$ cat src/rtl/bcd_pkg.sv
package bcd_pkg;
    localparam int DIGIT_W = 4;

    typedef enum logic [1:0] {
        S_IDLE  = 2'd0,
        S_SHIFT = 2'd1,
        S_DONE  = 2'd2
    } conv_state_t;
endpackage

$ cat src/rtl/bcd_nibble_fix.sv
module bcd_nibble_fix
    import bcd_pkg::*;
(
    input  logic [DIGIT_W-1:0] d,
    output logic [DIGIT_W-1:0] q
);
    // A digit of 5 or more overflows past 9 when doubled, so pre-bias it by 3.
    always_comb begin
        if (d > DIGIT_W'(4))
            q = d + DIGIT_W'(3);
        else
            q = d;
    end
endmodule

$ cat src/rtl/bcd_adjust.sv
module bcd_adjust
    import bcd_pkg::*;
#(
    parameter int NUM_DIG = 3
) (
    input  logic [NUM_DIG*DIGIT_W-1:0] raw,
    output logic [NUM_DIG*DIGIT_W-1:0] fixed
);
    // All digits except the top one get a corrector.
    for (genvar i = 0; i < NUM_DIG - 1; i++) begin : g_fix
        bcd_nibble_fix u_fix (
            .d (raw  [i*DIGIT_W +: DIGIT_W]),
            .q (fixed[i*DIGIT_W +: DIGIT_W])
        );
    end

    // The top digit stays small enough that it never needs a correction.
    assign fixed[NUM_DIG*DIGIT_W-1 -: DIGIT_W] = raw[NUM_DIG*DIGIT_W-1 -: DIGIT_W];
endmodule

$ cat src/rtl/bcd_ctrl.sv
module bcd_ctrl
    import bcd_pkg::*;
#(
    parameter int STEPS = 5
) (
    input  logic clk,
    input  logic rst,
    input  logic start,
    output logic load,
    output logic shift,
    output logic busy,
    output logic done
);
    localparam int CW = (STEPS > 1) ? $clog2(STEPS) : 1;
    localparam logic [CW-1:0] LAST = CW'(STEPS - 1);

    conv_state_t state, state_nx;
    logic [CW-1:0] step_cnt;

    // State register
    always_ff @(posedge clk) begin
        if (rst)
            state <= S_IDLE;
        else
            state <= state_nx;
    end

    // Step counter
    always_ff @(posedge clk) begin
        if (rst || load)
            step_cnt <= '0;
        else if (shift && step_cnt != LAST)
            step_cnt <= step_cnt + CW'(1);
    end

    // Next-state logic
    always_comb begin
        state_nx = state;
        unique case (state)
            S_IDLE:  if (start) state_nx = S_SHIFT;
            S_SHIFT: if (step_cnt == LAST) state_nx = S_DONE;
            S_DONE:  state_nx = S_IDLE;
            default: state_nx = S_IDLE;
        endcase
    end

    // Outputs
    always_comb begin
        load  = 1'b0;
        shift = 1'b0;
        busy  = 1'b0;
        done  = 1'b0;
        unique case (state)
            S_IDLE:  load = start;
            S_SHIFT: begin
                shift = 1'b1;
                busy  = 1'b1;
            end
            S_DONE:  begin
                busy = 1'b1;
                done = 1'b1;
            end
            default: ;
        endcase
    end

    // completion is a single-cycle pulse
    a_r3_done_single: assert property (@(posedge clk) disable iff (rst)
        done |=> !done);

    // after done the block is idle again
    a_r8_idle_after_done: assert property (@(posedge clk) disable iff (rst)
        done |=> !busy);

    // the step counter stays inside its window
    a_r2_count_bound: assert property (@(posedge clk) disable iff (rst)
        shift |-> step_cnt <= LAST);

    // no load can happen while a conversion runs
    a_r5_no_reload: assert property (@(posedge clk) disable iff (rst)
        busy |-> !load);
endmodule

$ cat src/rtl/bin2bcd_seq.sv
module bin2bcd_seq
    import bcd_pkg::*;
#(
    parameter int IN_W    = 8,
    parameter int NUM_DIG = 3,
    parameter int PRE_W   = 3
) (
    input  logic                       clk,
    input  logic                       rst,
    input  logic                       start,
    input  logic [IN_W-1:0]            bin_in,
    output logic                       busy,
    output logic                       done,
    output logic [NUM_DIG*DIGIT_W-1:0] bcd_out
);
    localparam int BCD_W = NUM_DIG * DIGIT_W;
    localparam int STEPS = IN_W - PRE_W;

    logic             load, shift;
    logic [BCD_W-1:0] bcd_q, bcd_fixed;
    logic [STEPS-1:0] src_q;

    bcd_ctrl #(.STEPS(STEPS)) u_ctrl (
        .clk   (clk),
        .rst   (rst),
        .start (start),
        .load  (load),
        .shift (shift),
        .busy  (busy),
        .done  (done)
    );

    bcd_adjust #(.NUM_DIG(NUM_DIG)) u_adj (
        .raw   (bcd_q),
        .fixed (bcd_fixed)
    );

    // Datapath: preload the top bits, then correct-and-shift one bit per step
    always_ff @(posedge clk) begin
        if (rst) begin
            bcd_q <= '0;
            src_q <= '0;
        end else if (load) begin
            bcd_q <= {{(BCD_W-PRE_W){1'b0}}, bin_in[IN_W-1 -: PRE_W]};
            src_q <= bin_in[STEPS-1:0];
        end else if (shift) begin
            bcd_q <= {bcd_fixed[BCD_W-2:0], src_q[STEPS-1]};
            src_q <= {src_q[STEPS-2:0], 1'b0};
        end
    end

    assign bcd_out = bcd_q;

    // legal digit ranges at completion
    a_r7_digit_range: assert property (@(posedge clk) disable iff (rst)
        done |-> (bcd_out[11:10] == 2'b00 && bcd_out[11:8] <= 4'd2
                  && bcd_out[7:4] <= 4'd9 && bcd_out[3:0] <= 4'd9));

    // result holds while idle without a start
    a_r4_hold_idle: assert property (@(posedge clk) disable iff (rst)
        (!busy && !start) |=> $stable(bcd_out));

    // a conversion stays busy right after being accepted
    a_r2_accept_busy: assert property (@(posedge clk) disable iff (rst)
        (!busy && start) |=> (busy && !done));
endmodule

$ cat config.mk
export PLATFORM = sky130hd
export DESIGN_NAME = bin2bcd_seq
export DESIGN_NICKNAME = d
export VERILOG_FILES = /design/src/rtl/bcd_pkg.sv /design/src/rtl/bcd_nibble_fix.sv /design/src/rtl/bcd_adjust.sv /design/src/rtl/bcd_ctrl.sv /design/src/rtl/bin2bcd_seq.sv
export SDC_FILE = /design/constraint.sdc
export NUM_CORES = 1
export LEC_CHECK = 0
export ABC_AREA = 1
export BUFFER_PORTS_ARGS = -buffer_cell sky130_fd_sc_hd__buf_2
export CORE_MARGIN = 2
export CORE_UTILIZATION = 50
export DETAILED_ROUTE_END_ITERATION = 8
export PLACE_DENSITY = 0.78
export SLEW_MARGIN = 20
export SYNTH_ARGS = -nofsm -noshare
export SYNTH_HDL_FRONTEND = slang
export SYNTH_HIERARCHICAL = 1
export SYNTH_SLANG_ARGS = --single-unit
$ cat constraint.sdc
create_clock -name clk -period 2.14 [get_ports clk]
set_input_delay 0.428 -clock clk [delete_from_list [all_inputs] [get_ports clk]]
set_output_delay 0.428 -clock clk [all_outputs]
set_load 0.01 [all_outputs]
# ---- Word level (Yosys, flattened, before mapping)
# Index checks and enable logic that the tools add are counted.
dict set report word_totals {
  regBits 22
  inputBits 11
}
dict set report op_classes {
  addsub 3
  order_cmp 2
  eq_ne 6
  mux 13
  reduce_logical 7
}
# op n
set op_table {}
lappend op_table {{5-bit two-way mux} 2}
lappend op_table {{4-bit by 2-bit adder with 4-bit output (second input constant)} 2}
lappend op_table {{4-bit by 3-bit greater-than comparator with 1-bit output (second input constant)} 2}
lappend op_table {{4-bit two-way mux} 2}
lappend op_table {{3-bit two-way mux} 2}
lappend op_table {{1-bit two-way mux} 4}
lappend op_table {{2-bit two-way mux} 2}
lappend op_table {{2-bit case mux with 2 select lines} 1}
lappend op_table {{2-bit OR reduction} 2}
lappend op_table {{3-bit by 1-bit adder with 3-bit output (second input constant)} 1}
lappend op_table {{3-bit == test (second input constant)} 1}
lappend op_table {{3-bit != test (second input constant)} 1}
lappend op_table {{2-bit by 1-bit == test with 1-bit output (second input constant)} 1}
lappend op_table {{2-bit == test (second input constant)} 1}
lappend op_table {{2-bit logical NOT} 1}
lappend op_table {{2-bit by 1-bit != test with 1-bit output (second input constant)} 1}
lappend op_table {{2-bit != test (second input constant)} 1}
lappend op_table {{2-bit AND reduction} 1}
lappend op_table {{2-bit nonzero test} 1}
lappend op_table {{1-bit logical AND} 1}
lappend op_table {{1-bit logical OR} 1}

# ---- Depth between registers and ports, before layout
# Gate-level depths: netlist of run 1.
dict set report logic_depth {
  ltp_word 4
  mapped_depth 9
}

# ---- By module
# Netlist of run 1, hierarchy kept.
# module n_inst cells_per_inst area_each_um2
set modules_own_cells {}
lappend modules_own_cells {bin2bcd_seq 1 108 772.0}
lappend modules_own_cells {bcd_ctrl 1 44 321.6}
lappend modules_own_cells {bcd_nibble_fix 2 29 133.9}
lappend modules_own_cells {bcd_adjust 1 4 30.0}

# ---- Least setup slack after synthesis of run 1
# No wires, ideal clock.
dict set report synth_timing {
  kind {flip-flop to flip-flop}
  startpoint {register u_ctrl.state[0]}
  endpoint {register bcd_q[10], in the netlist bcd_out[10]}
  setup_time_ns 0.066
  t_arrival_ns 1.277
  required_ns 2.074
  slack_ns 0.797
  stages_incl_launch_ff 9
  synth_period_minus_slack_ns 1.343
  path_cell_list {dfxtp_1 inv_1 ha_1 nand2_1 inv_1 buf_6 or2_1 buf_6 a21oi_2}
}
dict set report synth_via {
  elab_chain_len 3
}
# item line_no
set synth_rtl {}
lappend synth_rtl {{start: declaration} bcd_ctrl.sv:17} ;# conv_state_t state, state_nx;
lappend synth_rtl {{start signal: assignment} bcd_ctrl.sv:25} ;# state <= state_nx;
lappend synth_rtl {{2-bit logical NOT} bcd_ctrl.sv:53} ;# unique case (state)
lappend synth_rtl {{1-bit two-way mux} bcd_ctrl.sv:53}
lappend synth_rtl {{net load} bin2bcd_seq.sv:19} ;# logic load, shift;
lappend synth_rtl {{2-bit OR reduction (no line)} -}
lappend synth_rtl {{end signal: assignment} bin2bcd_seq.sv:44} ;# bcd_q <= {{(BCD_W-PRE_W){1'b0}}, bin_in[IN_W-1 -: PRE_W]};
lappend synth_rtl {{end signal: assignment} bin2bcd_seq.sv:47} ;# bcd_q <= {bcd_fixed[BCD_W-2:0], src_q[STEPS-1]};
lappend synth_rtl {{end: declaration} bin2bcd_seq.sv:20} ;# logic [BCD_W-1:0] bcd_q, bcd_fixed;
# The timed path passes the listed nets, and every way through them passes these cells.
# A chain may end at the register's enable or synchronous reset.

# ---- Worst setup path in the final report of run 1
dict set report layout_timing {
  startpoint {register u_ctrl.state[0]}
  endpoint {output busy}
}
dict set report layout_via {
  elab_chain_len 3
}
# item line_no
set layout_rtl {}
lappend layout_rtl {{2-bit by 1-bit == test with 1-bit output or 2-bit == test (tied branches)} bcd_ctrl.sv:53}
lappend layout_rtl {{2-bit OR reduction (no line) *} -}
lappend layout_rtl {{1-bit two-way mux *} bcd_ctrl.sv:53}
lappend layout_rtl {{end: declaration} bin2bcd_seq.sv:12} ;# output logic busy,
# Every way passes the cells marked *; elsewhere a longest branch is shown, timed or not.

==> results of run 1 <==
==> path summary, 6_finish.rpt <==
| check | endpoint | depth (start not counted) | slack [ns] | from |
|---|---|---|---|---|
| setup / recovery | busy | 3 | 0.54 | u_ctrl/state[0]$_SDFFE_PP0P_ |
| setup reg to reg | bcd_out[3]$_SDFFE_PP0P_ | 6 | 0.69 | u_ctrl/state[0]$_SDFFE_PP0P_ |
| hold / removal | src_q[0]$_SDFFE_PP0P_ | 3 | 0.37 | bin_in[0] |
| hold reg to reg | src_q[0]$_SDFFE_PP0P_ | 2 | 0.48 | src_q[0]$_SDFFE_PP0P_ |
==> registers in the layout (all words and copies together), names as in the netlist <==
register,cells
bcd_out,12
src_q,5
u_ctrl/state,2
u_ctrl/step_cnt,3
==> layout make-up <==
cell class              instances  area (sq um)  area share
clock buffers                   3          22.5      0.0146
repair buffers                 26           135      0.0874
clock inverters                 1          30.0      0.0194
multi-input cells             143           733       0.474
flip-flops and latches         22           440       0.285
well taps                      31          38.8      0.0251
inverters                      39           146      0.0947
==> routing by layer <==
layer | GRT usage | vias to the layer above | part of all wire
li1 | - | 679 | -
met1 | 0.227 | 545 | 0.51
met2 | 0.274 | 12 | 0.46
met3 | 0.0300 | 2 | 0.024
met4 | 0.0340 | 0 | 0.0048
met5 | 0 | - | 0
==> through the flow <==
step                utilization  hold WS, ns  instances  worst slack (ns)  instance area (sq um)
floorplan                     -        0.439        213             0.797                   1380
global placement          0.556        0.455        261             0.737                   1490
detailed placement        0.556        0.461        261             0.709                   1490
CTS                       0.576        0.358        265             0.529                   1550
global route              0.576        0.370        265             0.466                   1550
finish                    0.576        0.368        265             0.544                   1550
==> worst min-delay path, cell delays in order <==
cell and delay (ns):
buf_2 0.10, nand2_1 0.05, a21oi_1 0.06
==> power groups by stage <==
stage	Clock (mW)	Sequential (mW)	Combinational [mW]
finish	0.318	0.578	0.802
floorplan	0	0.588	0.641
global route	0.343	0.591	0.926
detailed placement	0	0.588	0.803
CTS	0.324	0.578	0.809
global placement	0	0.586	0.796
==> run_results.csv, run 1 <==
group,metric,value,unit
sta,setup_tns,0,ns
power,comb_power_share,0.472,
power,p_sw,0.714,mW
cells_and_area,layout_common_cells,"73 x nand2_1, 38 x inv_1, 24 x buf_2",
route,drt_wl_total,2.48,mm
setup_path,critical_path_required,1.71,ns
logic_synthesis,synth_nets,234,
cells_and_area,layout_commonest_cell,"nand2_1",
setup_path,endpoint_kind,"output pin",
clocking,clk_latency,0.31,ns
sta,layout_min_cycle_time,1.60,ns
cells_and_area,fill_cells,265,
place,place.gp.congestion,0.771,
route,dr.pass1.iters,4,
job,max_cap_viol_count,0,
die,dieArea,3200,sq um
place,port_buffers,24,
clocking,postCtsHoldBufs,0,
logic_synthesis,syn_area_per_cell,6.50,sq um
clocking,cts_resized,0,
grt,grt_pass1_vias,1102,
cells_and_area,final_nets,256,
setup_path,crit_family,"flip-flops",
grt,track_usage,0.166,
logic_synthesis,synthCells,213,
die,core,2690,sq um
sta,worst_pin_slew,0.482,ns
cells_and_area,layout-drive-gt1-share,0.197,
route,drc,0,
clocking,cts_buffer_depth,2,
clocking,clockRootBuffer,"clkbuf_4",
grt,antenna_found_initial,0,
grt,overflow,0,
power,p_total,1.70,mW
setup_path,slowest_delay,0.37,ns
route,drt_iter0_drc,41,
die,dieHeight,56.6,um
outcome,status,"completed",
clocking,h-tree-depth,1,
power,pwr-share-seq,0.340,
place,hpwl,1.85,mm
power,p_int,0.984,mW
sta,finalHoldViolations,0,
die,die_x,56.6,um
route,ant_nets,0,
cells_and_area,area_delta_synth_final,11.8,%
sta,relSlewSlack,0.678,
power,clkPwrFrac,0.187,
sta,fmax,626,MHz
sta,fin_crit_sh,0.746,
cells_and_area,antenna_cells,0,
setup_path,crit_slowest_cell,"dfxtp_1",
sta,finalMaxSlewViolations,0,
clocking,clock-sinks,22,
logic_synthesis,yosysWarnings,6,
sta,rsz0062_at_grt,"false",
setup_path,critPathMaxFanout,3,
power,worst_ir_drop_vdd,0.000772,V
grt,grt_pass1_wl,4.41,mm
die,floorplan.initialDensity,0.515,
die,num_rows,19,
clocking,path_clk_slew,0.12,ns
route,viasPerCell,4.67,
setup_path,path_cells,"inv_1, ha_1, buf_2",
die,num_io_pins,25,
setup_path,cp_num_buf_inv,2,
power,p_sw_frac,0.421,
setup_path,startpoint_type,"register",
setup_path,critPathArrivalTime,1.17,ns
power,p_per_area,1100,nW/um^2
power,leakage,0.817,nW
min_path,hp-class,"in2reg",
route,num_vias,1238,
logic_synthesis,synthesis.area,1380,sq um
grt,grt_max_degree,16,
setup_path,path_class,"reg2out",
route,post_drt_wl_per_cell,9.35,um
clocking,postCtsSetupBuffers,0,
sta,clock_skew,0.00543,ns
clocking,cts_buffers,3,
sta,setup_viol,0,
clocking,cts_tree,"built",
Power figures use the tool's default switching activity.
==> inputs of run 2 (changes only) <==
==> constraint.sdc (replaced) <==
create_clock -name clk -period 1.6 [get_ports clk]
set_input_delay 0.32 -clock clk [delete_from_list [all_inputs] [get_ports clk]]
set_output_delay 0.32 -clock clk [all_outputs]
set_load 0.01 [all_outputs]
==> run 2 against run 1 <==
Compared with the run above: setup slack worse by 0.43 ns; design area up 0.24%; critical path type unchanged; utilization up 0.14 points.
==> run_results.csv, run 2 (synthesis results as in run 1) <==
group,metric,value,unit
outcome,status,"completed",
clocking,postCtsHoldBufs,0,
route,drc,0,
sta,worst_pin_slew,0.343,ns
place,place.gp.congestion,0.788,
die,num_io_pins,25,
power,p_sw,0.967,mW
setup_path,critPathMaxFanout,3,
power,p_sw_frac,0.423,
clocking,postCtsSetupBuffers,0,
grt,grt_pass1_vias,1079,
grt,overflow,0,
setup_path,slowest_delay,0.36,ns
grt,use_met3,0.0207,
cells_and_area,layout_common_cells,"73 x nand2_1, 38 x inv_1, 24 x buf_2",
route,dr.pass1.iters,4,
grt,track_usage,0.173,
power,pwr-share-seq,0.337,
die,num_rows,19,
min_path,hp-class,"in2reg",
cells_and_area,largest_reg_flops,12,
die,die_x,56.6,um
power,p_total,2.29,mW
power,clkPwrFrac,0.186,
grt,grt_max_degree,16,
die,dieHeight,56.6,um
clocking,clock-sinks,22,
cells_and_area,final_nets,256,
setup_path,reg2reg_from,"u_ctrl/state[0]$_SDFFE_PP0P_",
route,drt_wl_total,2.47,mm
route,viasPerCell,4.68,
power,comb_power_share,0.477,
clocking,cts_buffer_depth,2,
route,post_drt_wl_per_cell,9.33,um
setup_path,crit_slowest_cell,"dfxtp_2",
grt,grt_use_met2,0.256,
grt,use_met1,0.249,
setup_path,crit_family,"flip-flops",
setup_path,endpoint_kind,"output pin",
sta,clock_skew,0.00559,ns
power,worst_ir_drop_vdd,0.00112,V
clocking,cts_tree,"built",
cells_and_area,layout-drive-gt1-share,0.209,
setup_path,path_class,"reg2out",
cells_and_area,regMostFlops,"bcd_out",
die,core,2690,sq um
clocking,cts_buffers,3,
clocking,clk_latency,0.31,ns
min_path,min_from,"bin_in[0]",
setup_path,startpoint_type,"register",
route,num_vias,1241,
sta,setup_viol,0,
route,ant_nets,0,
die,dieArea,3200,sq um
cells_and_area,top_regs,"bcd_out (12), src_q (5), u_ctrl/step_cnt (3)",
grt,top_usage_layer,"met2",
grt,antenna_found_initial,0,
sta,rsz0062_at_grt,"false",
clocking,h-tree-depth,1,
job,max_cap_viol_count,0,
sta,setup_tns,0,ns
setup_path,critical_path_required,1.28,ns
clocking,clockRootBuffer,"clkbuf_4",
grt,grt_pass1_wl,4.50,mm
sta,finalHoldViolations,0,
sta,finalMaxSlewViolations,0,
power,p_per_area,1480,nW/um^2
clocking,cts_resized,0,
setup_path,crit_start,"u_ctrl/state[0]$_SDFFE_PP0P_",
cells_and_area,antenna_cells,0,
sta,fmax,674,MHz
cells_and_area,final_util,0.577,
clocking,path_clk_slew,0.11,ns
sta,relSlewSlack,0.771,
cells_and_area,layout_commonest_cell,"nand2_1",
place,hpwl,1.84,mm
sta,fin_crit_sh,0.927,
place,port_buffers,24,
die,floorplan.initialDensity,0.515,
cells_and_area,area_delta_synth_final,12.0,%
sta,layout_min_cycle_time,1.48,ns
power,leakage,0.818,nW
setup_path,critPathArrivalTime,1.16,ns
setup_path,path_cells,"inv_1, ha_1, buf_2",
route,drt_iter0_drc,35,
setup_path,cp_num_buf_inv,2,
power,p_int,1.32,mW
run 2: layer usage:
| layer | share of wire | up-vias |
|---|---|---|
| met1 | 0.51 | 531 |
| met2 | 0.43 | 27 |
| li1 | - | 678 |
| met4 | 0.021 | 0 |
| met5 | 0 | - |
| met3 | 0.040 | 5 |
run 2: cell type report:
type                    count  area (sq um)
repair buffers             26           135
well taps                  31          38.8
multi-input cells         143           736
fillers                   267          1140
clock inverters             1          30.0
inverters                  39           146
clock buffers               3          22.5
flip-flops and latches     22           442
run 2: power by group through the flow:
| stage | clock, mW | sequential (mW) | combinational [mW] |
|---|---|---|---|
| 2_1_floorplan | 0 | 0.787 | 0.857 |
| 3_3_place_gp | 0 | 0.782 | 1.08 |
| 3_5_place_dp | 0 | 0.783 | 1.08 |
| 4_1_cts | 0.434 | 0.771 | 1.09 |
| 5_1_grt | 0.457 | 0.789 | 1.27 |
| 6_report | 0.424 | 0.772 | 1.09 |
run 2: worst paths after layout:
path / slack, ns / endpoint / cells past startpoint
hold reg to reg: 0.47 / src_q[0]$_SDFFE_PP0P_ / 2
hold / removal: 0.25 / src_q[0]$_SDFFE_PP0P_ / 3
setup reg to reg: 0.19 / bcd_out[10]$_SDFFE_PP0P_ / 6
setup / recovery: 0.12 / busy / 3
run 2: worst register-to-register path: stages, from the launching register on:
cell     delay [ns]
dfxtp_2        0.36
inv_1          0.07
ha_1           0.21
nand2_1        0.06
inv_1          0.09
or2_2          0.43
a21oi_2        0.13
run 2: through the flow:
stage          std cells  setup slack (ns)  cell area, sq um  hold slack [ns]
6_report             265             0.117              1550            0.252
5_1_grt              265            0.0263              1550            0.263
4_1_cts              265            0.0717              1550            0.246
3_5_place_dp         261             0.125              1490            0.461
3_3_place_gp         261             0.176              1490            0.452
2_1_floorplan        213             0.257              1380            0.439
==> inputs of run 3 (changes only) <==
--- a/config.mk
+++ b/config.mk
@@ -5,7 +5,6 @@
 export SDC_FILE = /design/constraint.sdc
 export NUM_CORES = 1
 export LEC_CHECK = 0
-export ABC_AREA = 1
 export BUFFER_PORTS_ARGS = -buffer_cell sky130_fd_sc_hd__buf_2
 export CORE_MARGIN = 2
 export CORE_UTILIZATION = 50
==> run 3 against run 2 <==
Compared with the run above: clock skew down 0.0044 ns; non-clock buffer count increased by 1; hold slack better by 0.0026 ns; global-route usage shrank 1.8 points; clock power decreased by 43%; combinational power is 26% lower; count of clock-buffer cells in the layout unchanged; cell count is 31% lower; setup slack got worse by 0.016 ns; register-to-register slack lost 0.08 ns; via count is 25% lower.
==> run_results.csv, run 3 <==
group,metric,value,unit
grt,antenna_found_initial,0,
cells_and_area,area_delta_synth_final,11.1,%
route,viasPerCell,5.07,
logic_synthesis,synthCells,132,
power,leakage,0.627,nW
power,comb_power_share,0.455,
power,worst_ir_drop_vdd,0.000800,V
power,clkPwrFrac,0.137,
route,post_drt_wl_per_cell,11.6,um
sta,fin_crit_sh,0.937,
setup_path,path_class,"reg2out",
setup_path,critical_path_required,1.28,ns
clocking,cts_buffers,3,
grt,grt_pass1_vias,824,
grt,overflow,0,
grt,grt_pass1_wl,3.34,mm
place,place.gp.congestion,0.632,
setup_path,crit_slowest_cell,"dfxtp_1",
power,p_sw,0.645,mW
clocking,path_clk_slew,0.11,ns
sta,setup_tns,0,ns
power,p_total,1.77,mW
setup_path,path_cells,"inv_1, ha_1, buf_2",
cells_and_area,final_nets,177,
logic_synthesis,syn_area_per_cell,9.53,sq um
setup_path,slowest_delay,0.37,ns
power,p_sw_frac,0.366,
sta,finalMaxSlewViolations,0,
sta,layout_min_cycle_time,1.50,ns
clocking,h-tree-depth,1,
logic_synthesis,yosysWarnings,6,
clocking,clock-sinks,22,
power,p_int,1.12,mW
route,dr.pass1.iters,6,
route,drt_wl_total,2.13,mm
die,floorplan.initialDensity,0.517,
cells_and_area,stdcell_area,1400,sq um
sta,fmax,667,MHz
setup_path,startpoint_type,"register",
sta,worst_pin_slew,0.306,ns
place,pre_cts_slack,0.102,ns
setup_path,critPathArrivalTime,1.18,ns
place,port_buffers,24,
cells_and_area,layout_common_cells,"24 x buf_2, 20 x mux2i_1, 19 x dfxtp_1",
min_path,hp-class,"in2reg",
cells_and_area,fill_cells,232,
clocking,clockRootBuffer,"clkbuf_4",
die,dieHeight,54.2,um
route,num_vias,932,
die,num_rows,18,
cells_and_area,layout_commonest_cell,"buf_2",
power,p_per_area,1260,nW/um^2
cells_and_area,top_regs,"bcd_out (12), src_q (5), u_ctrl/step_cnt (3)",
die,core,2430,sq um
cells_and_area,final_util,0.575,
place,placed_area,1370,sq um
die,num_io_pins,25,
clocking,clk_latency,0.30,ns
power,pwr-share-seq,0.408,
sta,clock_skew,0.00121,ns
logic_synthesis,synth_nets,153,
cells_and_area,antenna_cells,0,
grt,grt_max_degree,12,
clocking,cts_tree,"built",
cells_and_area,layout-drive-gt1-share,0.253,
sta,relSlewSlack,0.796,
die,die_x,54.2,um
sta,finalHoldViolations,0,
die,dieArea,2930,sq um
clocking,cts_buffer_depth,2,
sta,setup_viol,0,
sta,rsz0062_at_grt,"true",
clocking,postCtsSetupBuffers,0,
place,hpwl,1.64,mm
min_path,hold_path_depth,3,
route,drt_iter0_drc,9,
route,drc,0,
outcome,status,"completed",
logic_synthesis,synthesis.area,1260,sq um
setup_path,ff2ff_path_depth,6,
route,ant_nets,0,
cells_and_area,largest_reg_flops,12,
job,max_cap_viol_count,0,
setup_path,endpoint_kind,"output pin",
cells_and_area,regMostFlops,"bcd_out",
setup_path,critPathMaxFanout,3,
sta,setup_ws,0.101,ns
grt,track_usage,0.155,
## run 3: stage by stage
stage / hold WS (ns) / instances
after global placement: 0.464 / 181
after global routing: 0.249 / 184
after detailed placement: 0.483 / 181
final: 0.254 / 184
after CTS: 0.241 / 184
after floorplan: 0.452 / 132
## run 3: worst max-delay path: cells and delay by family (launching register included)
family | cells | cell delay, ns
flip-flops | 1 | 0.37
adder cells (fa/ha/maj) | 1 | 0.29
buffers and inverters | 2 | 0.22
## run 3: timing repair
| item | in CTS | in global routing |
|---|---|---|
| hold buffers | 0 | 0 |
| resized for setup | 0 | 5 |
| setup endpoints to repair | 0 | 10 |
## run 3: final cells by class
type                       count  area, sq um  area share
timing repair buffer          27          143       0.102
inverter                      13         48.8      0.0349
tap                           30         37.5      0.0269
sequential                    22          444       0.318
multi-input combinational     89          702       0.502
clock buffer                   3         22.5      0.0161
## run 3: final timing paths
| path | start | to | slack (ns) |
|---|---|---|---|
| max | u_ctrl/state[0]$_SDFFE_PP0P_ | busy | 0.10 |
| min | bin_in[0] | src_q[0]$_SDFFE_PP0P_ | 0.25 |
| max reg2reg | u_ctrl/state[0]$_SDFFE_PP0P_ | src_q[4]$_SDFFE_PP0P_ | 0.11 |
| min reg2reg | u_ctrl/state[0]$_SDFFE_PP0P_ | u_ctrl/state[0]$_SDFFE_PP0P_ | 0.50 |
## run 3: power by group through the flow
stage	Sequential [mW]	Clock, mW	Combinational, mW
detailed placement	0.728	0	0.802
finish	0.720	0.242	0.804
global route	0.732	0.275	0.890
floorplan	0.727	0	0.664
global placement	0.722	0	0.766
CTS	0.715	0.254	0.810
## run 3: per-layer routing
| metal | share of wire | up-vias | track usage |
|---|---|---|---|
| li1 | - | 486 | - |
| met1 | 0.44 | 423 | 0.185 |
| met2 | 0.50 | 21 | 0.273 |
| met3 | 0.050 | 2 | 0.0500 |
| met4 | 0.0066 | 0 | 0.0250 |
| met5 | 0 | - | 0 |
